--- src/rtl/rdec_pkg.sv ---
package rdec_pkg;
  localparam int DATA_W      = 32;
  localparam int VLD_BIT     = 31;
  localparam int WAYS_LSB    = 28;
  localparam int WAYS_W      = 2;
  localparam int LIM_FLD_LSB = 1;
  localparam int LIM_W       = 11;
  localparam int LIM_LSB     = 29;
  localparam int CR_LSB      = 16;
  localparam int CR_W        = 4;
  localparam int OFF_FLD_LSB = 2;
  localparam int OFF_W       = 14;
  localparam int OFF_LSB     = 26;
  localparam int SH_CLOSE    = 6;
  localparam int SH_OPEN     = 13;
  localparam int ROW_W       = 17;
  localparam int COLG_W      = 10;
  localparam int COL_W       = COLG_W + 1;
  localparam int RB_W        = 5;
  localparam int CB_W        = 4;

  // address bit feeding row/column bit i, per page policy
  localparam int ROW_CLOSE [ROW_W] = '{15, 16, 17, 18, 20, 21, 22, 28, 10, 11, 12, 13, 29, 30, 31, 32, 33};
  localparam int ROW_OPEN  [ROW_W] = '{14, 15, 16, 20, 28, 21, 22, 23, 24, 25, 26, 27, 29, 30, 31, 32, 33};
  localparam int COL_CLOSE [COLG_W] = '{3, 4, 5, 14, 19, 23, 24, 25, 26, 27};
  localparam int COL_OPEN  [COLG_W] = '{3, 4, 5, 6, 7, 8, 9, 10, 11, 12};
  localparam int COL_FINE  [COLG_W] = '{3, 4, 5, 7, 8, 9, 10, 11, 12, 13};
endpackage

--- src/rtl/rdec_regs.sv ---
module rdec_regs import rdec_pkg::*; #(
  parameter int N_RANGE = 4,
  parameter int N_WAY   = 8,
  localparam int EW     = $clog2(N_RANGE),
  localparam int WW     = $clog2(N_WAY),
  localparam int WR_AW  = 1 + WW + EW
) (
  input  logic                                      clk_i,
  input  logic                                      rst_ni,
  input  logic                                      wr_en_i,
  input  logic [WR_AW-1:0]                          wr_addr_i,
  input  logic [DATA_W-1:0]                         wr_data_i,
  output logic [N_RANGE-1:0]                        rng_vld_o,
  output logic [N_RANGE-1:0][WAYS_W-1:0]            rng_wlog_o,
  output logic [N_RANGE-1:0][LIM_W-1:0]             rng_lim_o,
  output logic [N_WAY-1:0][N_RANGE-1:0][CR_W-1:0]   ilv_cr_o,
  output logic [N_WAY-1:0][N_RANGE-1:0][OFF_W-1:0]  ilv_off_o
);
  logic          sel_ilv;
  logic [WW-1:0] wr_way;
  logic [EW-1:0] wr_ent;
  logic          unused_data;

  assign sel_ilv     = wr_addr_i[WR_AW-1];
  assign wr_way      = wr_addr_i[EW +: WW];
  assign wr_ent      = wr_addr_i[EW-1:0];
  assign unused_data = ^wr_data_i;

  always_ff @(posedge clk_i or negedge rst_ni) begin
    if (!rst_ni) begin
      rng_vld_o  <= '0;
      rng_wlog_o <= '0;
      rng_lim_o  <= '0;
    end else if (wr_en_i && !sel_ilv) begin
      rng_vld_o[wr_ent]  <= wr_data_i[VLD_BIT];
      rng_wlog_o[wr_ent] <= wr_data_i[WAYS_LSB +: WAYS_W];
      rng_lim_o[wr_ent]  <= wr_data_i[LIM_FLD_LSB +: LIM_W];
    end
  end

  always_ff @(posedge clk_i or negedge rst_ni) begin
    if (!rst_ni) begin
      ilv_cr_o  <= '0;
      ilv_off_o <= '0;
    end else if (wr_en_i && sel_ilv) begin
      ilv_cr_o[wr_way][wr_ent]  <= wr_data_i[CR_LSB +: CR_W];
      ilv_off_o[wr_way][wr_ent] <= wr_data_i[OFF_FLD_LSB +: OFF_W];
    end
  end
endmodule

--- src/rtl/rdec_range.sv ---
module rdec_range import rdec_pkg::*; #(
  parameter int ADDR_W  = 40,
  parameter int N_RANGE = 4,
  localparam int EW     = $clog2(N_RANGE)
) (
  input  logic [ADDR_W-1:0]             addr_i,
  input  logic [N_RANGE-1:0]            rng_vld_i,
  input  logic [N_RANGE-1:0][WAYS_W-1:0] rng_wlog_i,
  input  logic [N_RANGE-1:0][LIM_W-1:0] rng_lim_i,
  output logic                          hit_o,
  output logic [EW-1:0]                 ent_o,
  output logic [WAYS_W-1:0]             wlog_o
);
  logic [N_RANGE-1:0][ADDR_W-1:0] lim;
  logic [N_RANGE-1:0][ADDR_W-1:0] lo;
  logic [N_RANGE-1:0]             hit;

  for (genvar e = 0; e < N_RANGE; e++) begin : g_ent
    assign lim[e] = ADDR_W'({rng_lim_i[e], {LIM_LSB{1'b1}}});
    if (e == 0) begin : g_first
      assign lo[e] = '0;
    end else begin : g_next
      // bound inherited even from an invalid predecessor
      assign lo[e] = lim[e-1];
    end
    assign hit[e] = rng_vld_i[e] && (addr_i >= lo[e]) && (addr_i <= lim[e]);
  end

  always_comb begin
    hit_o = 1'b0;
    ent_o = '0;
    for (int e = N_RANGE - 1; e >= 0; e--) begin
      if (hit[e]) begin
        hit_o = 1'b1;
        ent_o = EW'(e);
      end
    end
  end

  assign wlog_o = rng_wlog_i[ent_o];
endmodule

--- src/rtl/rdec_map.sv ---
module rdec_map import rdec_pkg::*; #(
  parameter int ADDR_W = 40
) (
  input  logic [ADDR_W-1:0] ra_i,
  input  logic              close_i,
  input  logic              fine_i,
  input  logic              bxor_i,
  input  logic [RB_W-1:0]   row_bits_i,
  input  logic [CB_W-1:0]   col_bits_i,
  output logic [ROW_W-1:0]  row_o,
  output logic [COL_W-1:0]  col_o,
  output logic [1:0]        bank_o,
  output logic [1:0]        bg_o
);
  logic [ROW_W-1:0]  row_raw;
  logic [COLG_W-1:0] col_raw;
  logic [ROW_W-1:0]  row_mask;
  logic [COLG_W-1:0] col_mask;
  logic [1:0]        ba_base, ba_hash, bg_base, bg_hash;
  logic              unused_ra;

  assign unused_ra = ^ra_i;

  for (genvar i = 0; i < ROW_W; i++) begin : g_row
    assign row_raw[i] = close_i ? ra_i[ROW_CLOSE[i]] : ra_i[ROW_OPEN[i]];
  end

  for (genvar i = 0; i < COLG_W; i++) begin : g_col
    assign col_raw[i] = close_i ? ra_i[COL_CLOSE[i]] :
                        (fine_i ? ra_i[COL_FINE[i]] : ra_i[COL_OPEN[i]]);
  end

  assign row_mask = ~({ROW_W{1'b1}} << row_bits_i);
  assign col_mask = ~({COLG_W{1'b1}} << col_bits_i);
  assign row_o    = row_raw & row_mask;
  // top column bit is auto-precharge, tied to page policy
  assign col_o    = {close_i, col_raw & col_mask};

  always_comb begin
    if (close_i) begin
      ba_base = {ra_i[9], ra_i[8]};
      ba_hash = {ra_i[28], ra_i[22]};
      bg_base = {ra_i[7], ra_i[6]};
    end else begin
      ba_base = {ra_i[19], ra_i[18]};
      ba_hash = {ra_i[23], ra_i[22]};
      bg_base = {ra_i[17], fine_i ? ra_i[6] : ra_i[13]};
    end
    bg_hash = {ra_i[21], ra_i[20]};
  end

  assign bank_o = ba_base ^ (bxor_i ? ba_hash : 2'b00);
  assign bg_o   = bg_base ^ (bxor_i ? bg_hash : 2'b00);
endmodule

--- src/rtl/rank_coord_dec.sv ---
module rank_coord_dec import rdec_pkg::*; #(
  parameter int ADDR_W  = 40,
  parameter int N_RANGE = 4,
  parameter int N_WAY   = 8,
  localparam int EW     = $clog2(N_RANGE),
  localparam int WW     = $clog2(N_WAY),
  localparam int WR_AW  = 1 + WW + EW
) (
  input  logic              clk_i,
  input  logic              rst_ni,
  input  logic              wr_en_i,
  input  logic [WR_AW-1:0]  wr_addr_i,
  input  logic [31:0]       wr_data_i,
  input  logic              req_valid_i,
  input  logic [ADDR_W-1:0] chan_addr_i,
  input  logic              close_page_i,
  input  logic              fine_grain_i,
  input  logic              bank_xor_i,
  input  logic [4:0]        row_bits_i,
  input  logic [3:0]        col_bits_i,
  output logic              done_o,
  output logic              err_o,
  output logic [1:0]        dimm_o,
  output logic [1:0]        rank_o,
  output logic [ADDR_W-1:0] rank_addr_o,
  output logic [16:0]       row_o,
  output logic [10:0]       col_o,
  output logic [1:0]        bank_o,
  output logic [1:0]        bank_group_o
);
  logic [N_RANGE-1:0]                       rng_vld;
  logic [N_RANGE-1:0][WAYS_W-1:0]           rng_wlog;
  logic [N_RANGE-1:0][LIM_W-1:0]            rng_lim;
  logic [N_WAY-1:0][N_RANGE-1:0][CR_W-1:0]  ilv_cr;
  logic [N_WAY-1:0][N_RANGE-1:0][OFF_W-1:0] ilv_off;

  rdec_regs #(.N_RANGE(N_RANGE), .N_WAY(N_WAY)) regs_i (
    .clk_i, .rst_ni, .wr_en_i, .wr_addr_i, .wr_data_i,
    .rng_vld_o(rng_vld), .rng_wlog_o(rng_wlog), .rng_lim_o(rng_lim),
    .ilv_cr_o(ilv_cr), .ilv_off_o(ilv_off)
  );

  // stage 0: range match and interleave strip
  logic              hit0;
  logic [EW-1:0]     ent0;
  logic [WAYS_W-1:0] wlog0;
  logic [3:0]        sh0;
  logic [ADDR_W-1:0] q0, pre0;
  logic [WW-1:0]     idx0, way_mask0;

  rdec_range #(.ADDR_W(ADDR_W), .N_RANGE(N_RANGE)) range_i (
    .addr_i(chan_addr_i), .rng_vld_i(rng_vld), .rng_wlog_i(rng_wlog),
    .rng_lim_i(rng_lim), .hit_o(hit0), .ent_o(ent0), .wlog_o(wlog0)
  );

  assign sh0       = close_page_i ? 4'(SH_CLOSE) : 4'(SH_OPEN);
  assign q0        = chan_addr_i >> sh0;
  assign way_mask0 = WW'((4'd1 << wlog0) - 4'd1);
  assign idx0      = q0[WW-1:0] & way_mask0;
  assign pre0      = ((q0 >> wlog0) << sh0) | (chan_addr_i & ~({ADDR_W{1'b1}} << sh0));

  logic              s1_vld, s1_hit, s1_close, s1_fine, s1_xor;
  logic [EW-1:0]     s1_ent;
  logic [WW-1:0]     s1_idx;
  logic [ADDR_W-1:0] s1_pre;
  logic [RB_W-1:0]   s1_rowb;
  logic [CB_W-1:0]   s1_colb;

  always_ff @(posedge clk_i or negedge rst_ni) begin
    if (!rst_ni) begin
      s1_vld   <= 1'b0;
      s1_hit   <= 1'b0;
      s1_close <= 1'b0;
      s1_fine  <= 1'b0;
      s1_xor   <= 1'b0;
      s1_ent   <= '0;
      s1_idx   <= '0;
      s1_pre   <= '0;
      s1_rowb  <= '0;
      s1_colb  <= '0;
    end else begin
      s1_vld <= req_valid_i;
      if (req_valid_i) begin
        s1_hit   <= hit0;
        s1_close <= close_page_i;
        s1_fine  <= fine_grain_i;
        s1_xor   <= bank_xor_i;
        s1_ent   <= ent0;
        s1_idx   <= idx0;
        s1_pre   <= pre0;
        s1_rowb  <= row_bits_i;
        s1_colb  <= col_bits_i;
      end
    end
  end

  // stage 1: interleave word, offset removal, DRAM mapping
  logic [CR_W-1:0]   cr1;
  logic [ADDR_W-1:0] off1, ra1;
  logic [ROW_W-1:0]  row1;
  logic [COL_W-1:0]  col1;
  logic [1:0]        bank1, bg1;
  logic              emit1;

  assign cr1   = ilv_cr[s1_idx][s1_ent];
  assign off1  = ADDR_W'(ilv_off[s1_idx][s1_ent]) << OFF_LSB;
  assign ra1   = s1_pre - off1;
  assign emit1 = s1_vld && s1_hit;

  rdec_map #(.ADDR_W(ADDR_W)) map_i (
    .ra_i(ra1), .close_i(s1_close), .fine_i(s1_fine), .bxor_i(s1_xor),
    .row_bits_i(s1_rowb), .col_bits_i(s1_colb),
    .row_o(row1), .col_o(col1), .bank_o(bank1), .bg_o(bg1)
  );

  always_ff @(posedge clk_i or negedge rst_ni) begin
    if (!rst_ni) begin
      done_o       <= 1'b0;
      err_o        <= 1'b0;
      dimm_o       <= '0;
      rank_o       <= '0;
      rank_addr_o  <= '0;
      row_o        <= '0;
      col_o        <= '0;
      bank_o       <= '0;
      bank_group_o <= '0;
    end else begin
      done_o       <= s1_vld;
      err_o        <= s1_vld && !s1_hit;
      dimm_o       <= emit1 ? cr1[3:2] : 2'b00;
      rank_o       <= emit1 ? cr1[1:0] : 2'b00;
      rank_addr_o  <= emit1 ? ra1 : '0;
      row_o        <= emit1 ? row1 : '0;
      col_o        <= emit1 ? col1 : '0;
      bank_o       <= emit1 ? bank1 : 2'b00;
      bank_group_o <= emit1 ? bg1 : 2'b00;
    end
  end
endmodule

--- config.mk ---
export PLATFORM = sky130hd
export DESIGN_NAME = rank_coord_dec
export DESIGN_NICKNAME = d
export VERILOG_FILES = /design/src/rtl/rdec_pkg.sv /design/src/rtl/rdec_regs.sv /design/src/rtl/rdec_range.sv /design/src/rtl/rdec_map.sv /design/src/rtl/rank_coord_dec.sv
export SDC_FILE = /design/constraint.sdc
export NUM_CORES = 1
export LEC_CHECK = 0
export BUFFER_PORTS_ARGS = -buffer_cell sky130_fd_sc_hd__buf_2
export CORE_ASPECT_RATIO = 0.75
export CORE_MARGIN = 2
export CORE_UTILIZATION = 45
export DETAILED_ROUTE_END_ITERATION = 6
export GPL_TIMING_DRIVEN = 0
export SETUP_SLACK_MARGIN = 0.15
export SLEW_MARGIN = 20
export SYNTH_ARGS = -nofsm -noshare
export SYNTH_HDL_FRONTEND = slang
export SYNTH_SLANG_ARGS = --single-unit
--- constraint.sdc ---
create_clock -name clk_i -period 4.55 [get_ports clk_i]
set_input_delay 0.6825 -clock clk_i [delete_from_list [all_inputs] [get_ports clk_i]]
set_output_delay 0.6825 -clock clk_i [all_outputs]
set_load 0.01 [all_outputs]
# Word-level counts from Yosys, hierarchy flattened
# Cells that the tools add are included.
# totals
reg_bits	769
elab_cells	217
# op_classes
addsub	2
magnitude_cmp	15
shift	7
muxes	75
bitwise_logic	10
reduce_logical	16
# op_table
op	n
$bwmux W448	1
$bmux W56 S3	1
$demux W56 S3	1
$le A40 B40 Y1	4
$bwmux W128	1
$ge A40 B40 Y1	3
$mux W56	2
$bmux W16 S3	1
$demux W16 S3	1
$bwmux W44	1
$and A40 B40 Y40	1
$ge A40 B1 Y1 const B	1
$mux W40	1
$not A40 Y40	1
$or A40 B40 Y40	1
$shl A40 B4 Y40	1
$shl A40 B4 Y40 const A	1
$shr A40 B2 Y40	1
$shr A40 B4 Y40	1
$sub A40 B40 Y40	1
$mux W16	2
$mux W1	30
$mux W2	15
$bmux W14 S2	1
other kinds (29)	51

# Depth between registers and ports, before layout
# Gate-level depths: netlist of run 1.
# logic_depth
word_depth	12
ltp_mapped	21
depth_no_buf	18

# Modules after synthesis
# From an unflattened synthesis of run 1, not the netlist that was laid out.
# unflattened
hier_cells	2484
area_unflattened_um2	36704.0
# modules_own_cells
module	instances	cells_per_inst	area_each_um2	seq_area_each_um2
rdec_regs	1	1419	24059.3	15815.2
rank_coord_dec	1	766	10492.6	3428.3
rdec_range	1	197	1455.1	0.0
rdec_map	1	102	696.9	0.0

# Worst setup path after synthesis of run 1
# Ideal clock, no wire load.
# synth_timing
path_type	reg2reg
startpoint	register s1_idx[0]
endpoint	register rank_addr_o[39]
setup_time_ns	0.136
arrival_ns	4.588
t_required_ns	4.414
slack_ns	-0.174
stages_incl_launch_ff	19
n_path_buf	3
synth_period_minus_slack_ns	4.724
path_cell_list	dfrtp_1 buf_2 clkbuf_1 buf_1 mux4_2 mux4_2 mux2i_1 ha_1 nor2b_1 o21ai_0 a21oi_1 o21ai_0 a21boi_0 o21ai_0 a21oi_1 o21ai_0 a211o_1 a21o_1 a21oi_1
# synth_between
elab_chain_cells	6
# synth_lines
item	line	source
from (decl)	rank_coord_dec.sv:64	logic [WW-1:0] s1_idx;
from (signal assigned)	rank_coord_dec.sv:89	s1_idx <= idx0;
$bmux W56 S3	rank_coord_dec.sv:106	assign off1 = ADDR_W'(ilv_off[s1_idx][s1_ent]) << OFF_LSB;
$mux W56 (implied by the code)	rank_coord_dec.sv:106	
$bmux W14 S2	rank_coord_dec.sv:106	
$mux W14 (implied by the code)	rank_coord_dec.sv:106	
$sub A40 B40 Y40	rank_coord_dec.sv:107	assign ra1 = s1_pre - off1;
$mux W40	rank_coord_dec.sv:132	rank_addr_o <= emit1 ? ra1 : '0;
to (signal assigned)	rank_coord_dec.sv:132	
to (decl)	rank_coord_dec.sv:25	output logic [ADDR_W-1:0] rank_addr_o,
# Every way passes these cells. The select of a mux whose other input is x is not followed.
# A chain may end at the register's enable or synchronous reset.

# Final worst setup path of run 1
# layout_timing
startpoint	register s1_idx[0]
endpoint	register rank_addr_o[38]
# Same word-level chain as after synthesis.

==> results of run 1 <==
-- area by class of cell --
cell class,count,share of cell area
Inverter,69,0.00619
Clock buffer,111,0.0549
Buffer,194,0.0285
Clock inverter,33,0.00825
Timing Repair Buffer,201,0.0330
Antenna cell,1,0.0000595
Tap cell,1046,0.0311
Multi-Input combinational cell,1475,0.380
Sequential cell,769,0.458
-- repair_timing --
action                                 in CTS  in global routing
endpoints found under the hold margin      18                  0
cloned                                      0                  1
resized for setup                         108                 31
pin swaps                                   4                 19
buffers inserted                           15                 22
setup endpoints to repair                  25                  7
hold buffers                                1                  0
-- layout by cell type, fill, tap and decap left out, types with 9 or more instances in the layout --
cell type,n
sky130_fd_sc_hd__nand4_1,16
sky130_fd_sc_hd__clkbuf_8,27
sky130_fd_sc_hd__a211oi_1,9
sky130_fd_sc_hd__buf_16,12
sky130_fd_sc_hd__ha_1,56
sky130_fd_sc_hd__inv_1,67
sky130_fd_sc_hd__buf_2,151
sky130_fd_sc_hd__xnor2_1,12
sky130_fd_sc_hd__nor2_2,16
sky130_fd_sc_hd__buf_6,11
sky130_fd_sc_hd__clkbuf_16,83
sky130_fd_sc_hd__nand3_1,16
sky130_fd_sc_hd__mux2i_1,115
sky130_fd_sc_hd__mux4_2,180
sky130_fd_sc_hd__buf_1,17
sky130_fd_sc_hd__buf_8,9
sky130_fd_sc_hd__clkbuf_1,136
sky130_fd_sc_hd__a21oi_1,49
sky130_fd_sc_hd__dfrtp_1,766
sky130_fd_sc_hd__and3_1,30
sky130_fd_sc_hd__buf_4,43
sky130_fd_sc_hd__nand2b_1,26
sky130_fd_sc_hd__o21ai_0,57
sky130_fd_sc_hd__o221ai_1,19
sky130_fd_sc_hd__nand2_1,81
sky130_fd_sc_hd__nor2_1,41
sky130_fd_sc_hd__mux2_2,627
sky130_fd_sc_hd__nor3_1,21
sky130_fd_sc_hd__clkinv_2,22
-- state kept, by name (all words and copies together) (netlist names), 2 cells and up --
register	count
s1_pre	40
regs_i.ilv_cr_o	128
regs_i.rng_lim_o	44
col_o	11
bank_o	2
regs_i.rng_wlog_o	8
s1_idx	3
rank_addr_o	40
s1_rowb	5
regs_i.ilv_off_o	448
regs_i.rng_vld_o	4
bank_group_o	2
s1_colb	4
rank_o	2
row_o	17
s1_ent	2
dimm_o	2
-- report_power, final --
| part | internal (mW) | switching (mW) | total, mW |
|---|---|---|---|
| clock | 3.84 | 2.84 | 6.69 |
| sequential | 7.90 | 0.647 | 8.55 |
| combinational | 3.17 | 3.35 | 6.52 |
| total | 14.9 | 6.84 | 21.7 |
-- metal layers --
| layer | vias up | wire, um | share of wire |
|---|---|---|---|
| met5 | - | 34 | 0.00030 |
| met4 | 6 | 3000 | 0.027 |
| met3 | 190 | 10200 | 0.091 |
| met2 | 882 | 47600 | 0.42 |
| met1 | 12706 | 51400 | 0.46 |
| li1 | 9804 | - | - |
-- through the flow --
step	setup TNS, ns	worst slack [ns]	instances	instance area [sq um]
6_report	0	0.164	3899	42000
5_1_grt	0	0.0163	3898	42000
4_1_cts	0	0.135	3875	41700
3_5_place_dp	-27.28	-1.98	3716	38600
3_3_place_gp	-9812.72	-12.90	3699	38100
2_1_floorplan	0	0.265	2508	36100
-- logic make-up (layout without fill, tap and decap cells) --
kind of cell,count (synthesis),count (layout),share of synthesized area
simple gates,286,286,0.0406
other cells,0,1,0
flops,769,769,0.533
mux,927,927,0.342
xor+xnor,13,13,0.00315
fa+ha+maj,58,58,0.0203
buf+inv,264,608,0.0285
compound gates,191,191,0.0327
-- how the worst max path moves through the flow --
stage,slack [ns],depth (start not counted),end
after CTS,0.14,19,rank_addr_o[37]
after floorplan,0.26,18,rank_addr_o[39]
final,0.16,18,rank_addr_o[38]
after detailed placement,-1.98,18,rank_addr_o[37]
after global routing,0.02,18,rank_addr_o[38]
after global placement,-12.90,1,regs_i.ilv_cr_o[15]
-- worst max-delay path: cells and delay by family (launching register included) --
kind / cells / cell delay, ns
buffers and inverters: 3 / 0.45
and+or+nand+nor: 1 / 0.10
AOI/OAI and AO/OA: 9 / 1.25
adders and majority gates: 1 / 0.28
muxes: 3 / 1.47
xor gates and xnor gates: 1 / 0.21
DFF: 1 / 0.46
==> flow_metrics.tcl, run 1 <==
set metrics [dict create \
    ffs_w_async_s_r_synth 1.00 \
    yosys-top-cells-area "sky130_fd_sc_hd__dfrtp_1 53%, sky130_fd_sc_hd__mux2_2 20%, sky130_fd_sc_hd__mux4_2 11%" \
    cts_buffers 78 \
    p_leak_nw 19.6 \
    fill_cells 6562 \
    yosys.area.top_type "sky130_fd_sc_hd__dfrtp_1" \
    max_freq_ghz 0.228 \
    rrSetupSlack_ns 0.16 \
    cts.sinks 769 \
    setup.worst_path.class "reg -> reg" \
    hold_viol 0 \
    floorplan.die.width_um 331 \
    hold-path-cell-count 1 \
    start_kind "register" \
    std_cell_rows 89 \
    drt_wl_total_mm 112 \
    reg2reg_from "s1_idx[0]" \
    worstHoldStart "req_valid_i" \
    finalWorstPathRequiredPeriod_ns 4.39 \
    syn-num-nets 2660 \
    syn2layout_area_growth_pct 16.4 \
    postSynth.topFlopCell "sky130_fd_sc_hd__dfrtp_1" \
    drt-wirelength-per-cell_um 28.8 \
    die_area_sq_mm 0.0825 \
    timing.max_cap.violations 0 \
    port-buffer-count 145 \
    initial_antenna_violation_count 5 \
    vdd_ir_drop_max_uv 293 \
    clk_path_buf_depth 3 \
    required_ns 5.07 \
    worst_r2r_endpoint "rank_addr_o[38]" \
    postSynthCellCount 2508 \
    timing.critical_path.slowest_cell_delay_ns 0.57 \
    final_worst_path_cycle_share 0.964 \
    hpwl_mm 79.1 \
    multiInputGateArea_sq_mm 0.0160 \
    grtUsageMet1 0.414 \
    gp_congestion 0.861 \
    grtUsageMet3 0.0865 \
    grt_pass1_vias 24383 \
    effective_utilization_at_floorplan 0.456 \
    groute.layer.met2.usage 0.384 \
    cp-startpoint "s1_idx[0]" \
    hp-class "in -> reg" \
    post_synth_most_frequent_cells "769 x sky130_fd_sc_hd__dfrtp_1, 627 x sky130_fd_sc_hd__mux2_2, 180 x sky130_fd_sc_hd__mux4_2" \
    worst-r2r-cell-count 18 \
    yosysSeqAreaShare 0.533 \
    busiest_layer "met1" \
    drt_first_iter_violations 1982 \
    master_of_the_slowest_instance_on_the_critical_path "sky130_fd_sc_hd__mux4_2" \
    cp-end-kind "register" \
    ys_ff_latch 769 \
    clkSlewWorstSetupHoldPaths_ns 0.06 \
    h_tree_depth 3 \
    maximum_number_of_pins_on_one_net_before_global_route_repair 105 \
    synth_area_per_cell_sq_um 14.4 \
    worst_ep_arrival_time_ns 4.90 \
    grt_setup_unrepaired "yes" \
    synth_warnings 0 \
    tritoncts "done" \
    timing.clock.skew_ns 0.0292 \
    run_status "complete, no violations" \
    crit_chain "buf_12 > clkbuf_16 > buf_12 > mux4_2 > mux4_2 > mux2i_4 > ha_4 > a21o_1 > a21oi_2 > o21ai_1 > a21oi_1 > o21ai_1 > a21oi_2 > o21bai_1 > a21oi_2 > o21ai_1 > xnor2_1 > nor2_1" \
    final_nets 2940 \
    avgViaCountPerCell 6.05 \
    worst-path-max-fanout 6 \
    design_power_total_mw 21.7 \
    grt.overflow.total 0 \
    floorplan.io_pins 172 \
    layout.area.seq_sq_mm 0.0192 \
    max_slew.worst_pin.slew_ns 1.13 \
    clock_latency_ns 0.67 \
    timing.slew.headroom 0.246 \
    die-height_um 249 \
    dr.pass1.iters 5 \
    drc 0 \
    power_density_mw_per_mm2 518 \
    groute.usage.overall 0.275 \
    ys_types 59 \
    postRouteAntennaNets 0 \
    synth_top_area_share 0.533 \
    worst_hold_path.endpoint "s1_vld" \
    synth.most_common_cell "sky130_fd_sc_hd__dfrtp_1" \
    ratio_of_cells_with_drive_above_1_in_the_final_layout 0.435 \
    netlist_area_pre_place_sq_mm 0.0361 \
    postLayoutCoreUtil 0.532 \
    first_pass_grt_wire_length_mm 165 \
    report.final.setup_viol 0 \
    core_sq_mm 0.0791 \
    vias 23588 \
    synth_enable_flop_cells 0 \
    fin_hold_ws_ns 0.155 \
    ctsRootBufferMaster "sky130_fd_sc_hd__clkbuf_16" \
    finalMaxSlewViolations 0 \
]
(Power assumes the default switching activity.)
==> run 2: changes to the inputs <==
- RECOVER_POWER: not set -> 25
- clock period: 4.55 -> 3.6 ns (I/O delays scaled with it)
==> run 2 against run 1 <==
Compared with the run above:
- the run now ends with capacitance limit, slew limit, setup timing left
- critical endpoint is now rank_addr_o[39]
- first-iteration DRC count is 14% lower
- final area grew 1.6%
- non-clock buffer count decreased by 1
- critical path depth is the same
- largest power group unchanged
- routed wire length fell by 3.8%
==> flow_metrics.tcl, run 2 (synthesis gave the netlist of run 1 again) <==
set metrics [dict create \
    layout.cells.most_common_list "769 x sky130_fd_sc_hd__dfrtp_1, 627 x sky130_fd_sc_hd__mux2_2, 180 x sky130_fd_sc_hd__mux4_2, 149 x sky130_fd_sc_hd__clkbuf_1, 144 x sky130_fd_sc_hd__buf_2" \
    timing.clock.skew_ns 0.0227 \
    core_sq_mm 0.0791 \
    hpwl_mm 75.9 \
    initial_antenna_violation_count 2 \
    finalMaxSlewViolations 65 \
    port-buffer-count 145 \
    postRouteAntennaNets 0 \
    drc 0 \
    grt_setup_unrepaired "yes" \
    worst_ep_arrival_time_ns 4.62 \
    rrSetupSlack_ns -0.46 \
    top_register "regs_i.ilv_off_o" \
    tritoncts "done" \
    vdd_ir_drop_max_uv 404 \
    drt-wirelength-per-cell_um 27.8 \
    layout_top_registers "regs_i.ilv_off_o x448, regs_i.ilv_cr_o x128, regs_i.rng_lim_o x44" \
    vias 23113 \
    floorplan.io_pins 172 \
    hp-class "in -> reg" \
    required_ns 4.16 \
    timing.slew.headroom -0.157 \
    clk_path_buf_depth 3 \
    max_freq_ghz 0.246 \
    cp-end-kind "register" \
    m1WireLength_mm 48.7 \
    syn2layout_area_growth_pct 18.3 \
    route.top_layer_used "met4" \
    finalWorstPathRequiredPeriod_ns 4.06 \
    grt_pass1_vias 23927 \
    final.setup.worst_slack_ns -0.465 \
    clock_latency_ns 0.64 \
    cts_buffers 78 \
    detailedPlace.worstSlack_ns -1.28 \
    cts.sinks 769 \
    dr.pass1.iters 5 \
    largest_register_ffs 448 \
    final_worst_path_cycle_share 1.13 \
    start_kind "register" \
    grt.overflow.total 0 \
    run_status "finished, violations left" \
    floorplan.die.width_um 331 \
    failed_checks "capacitance limit, slew limit, setup timing" \
    maximum_number_of_pins_on_one_net_before_global_route_repair 104 \
    design_power_total_mw 28.1 \
    gp_congestion 0.851 \
    effective_utilization_at_floorplan 0.456 \
    worst-path-max-fanout 5 \
    clkSlewWorstSetupHoldPaths_ns 0.06 \
    std_cell_rows 89 \
    timing.max_cap.violations 1 \
    p_leak_nw 19.6 \
    wl_met2_mm 49.9 \
    final_nets 2939 \
    ctsRootBufferMaster "sky130_fd_sc_hd__clkbuf_16" \
    h_tree_depth 3 \
    hold_viol 0 \
    setup.worst_path.class "reg -> reg" \
    fill_cells 6483 \
    drt_wl_total_mm 108 \
    report.final.setup_viol 11 \
    avgViaCountPerCell 5.94 \
    die-height_um 249 \
    max_slew.worst_pin.slew_ns 1.74 \
    die_area_sq_mm 0.0825 \
    dr_wl_met3_mm 5.90 \
    insertedDiodeCount 0 \
    drt_first_iter_violations 1695 \
    first_pass_grt_wire_length_mm 159 \
    ratio_of_cells_with_drive_above_1_in_the_final_layout 0.457 \
    power_density_mw_per_mm2 658 \
    layout_commonest_cell "sky130_fd_sc_hd__dfrtp_1" \
    groute.usage.overall 0.262 \
]
[run 2: cell types whose count changed in the layout (fill, tap and decap cells not counted), sizes merged]
cell and delta:
diode -1, clkinv -14, buf -22, clkinvlp +1, clkbuf +31, inv -3, clkdlybuf4s15 -1
[run 2: metrics by stage]
stage	cell area (sq um)	utilization	hold WS, ns	instances	TNS [ns]
6_report	42700	0.540	0.0920	3890	-2.80
3_3_place_gp	38400	0.485	0.396	3699	-
3_5_place_dp	38700	0.490	0.400	3710	-37.47
4_1_cts	41900	0.530	0.0309	3870	-2.95
5_1_grt	42700	0.540	0.0475	3890	-58.17
2_1_floorplan	36300	-	0.244	2508	-0.142
[run 2: what timing repair did]
action | in CTS | in global routing
hold buffers | 1 | 0
endpoints found under the hold margin | 62 | 0
resized for setup | 81 | 139
setup buffers | 21 | 19
pin swaps | 7 | 28
setup endpoints to repair | 56 | 50
gates cloned | 1 | 1
[run 2: worst max-delay path: stages, from the launching register on]
cell and delay, ns:
sky130_fd_sc_hd__dfrtp_1 0.38, sky130_fd_sc_hd__buf_12 0.13, sky130_fd_sc_hd__clkbuf_16 0.17, sky130_fd_sc_hd__clkbuf_16 0.16, sky130_fd_sc_hd__mux4_2 0.54, sky130_fd_sc_hd__mux4_2 0.52, sky130_fd_sc_hd__mux2i_4 0.29, sky130_fd_sc_hd__ha_1 0.18
sky130_fd_sc_hd__nor2b_4 0.13, sky130_fd_sc_hd__o21ai_2 0.07, sky130_fd_sc_hd__a21oi_2 0.18, sky130_fd_sc_hd__o21ai_2 0.08, sky130_fd_sc_hd__a21boi_2 0.21, sky130_fd_sc_hd__o21ai_2 0.09, sky130_fd_sc_hd__a21oi_2 0.17, sky130_fd_sc_hd__o21ai_2 0.10
sky130_fd_sc_hd__a211o_1 0.28, sky130_fd_sc_hd__a21o_1 0.17, sky130_fd_sc_hd__a21oi_2 0.11
[run 2: per-layer routing]
layer,vias to the layer above,track usage
met2,694,0.405
met3,182,0.0460
met1,12435,0.379
met4,0,0.0833
met5,-,0
li1,9802,-
[run 2: path summary, 6_finish.rpt]
kind | start | endpoint | cells after the start
max reg2reg | s1_idx[0] | rank_addr_o[39] | 18
min | req_valid_i | s1_vld | 1
min in group asynchronous | rst_ni | regs_i.rng_lim_o[12] | 2
max in group asynchronous | rst_ni | regs_i.ilv_cr_o[92] | 6
min reg2reg | s1_vld | done_o | 0
max | s1_idx[0] | rank_addr_o[39] | 18
[run 2: where the power goes]
group          switching [mW]  total (mW)  internal, mW
Clock                    3.48        8.43          4.95
Combinational            4.46        8.91          4.45
Sequential              0.763        10.7          9.98
Total                    8.70        28.1          19.4
[run 2: area by class of cell]
cell class / count / area [sq um] / area share
flip-flops and latches: 769 / 19200 / 0.451
multi-input cells: 1475 / 16600 / 0.390
clock buffers: 120 / 2400 / 0.0563
repair buffers: 199 / 1310 / 0.0307
well taps: 1046 / 1310 / 0.0307
plain buffers: 195 / 1290 / 0.0302
inverters: 69 / 262 / 0.00613
clock inverters: 17 / 235 / 0.00551
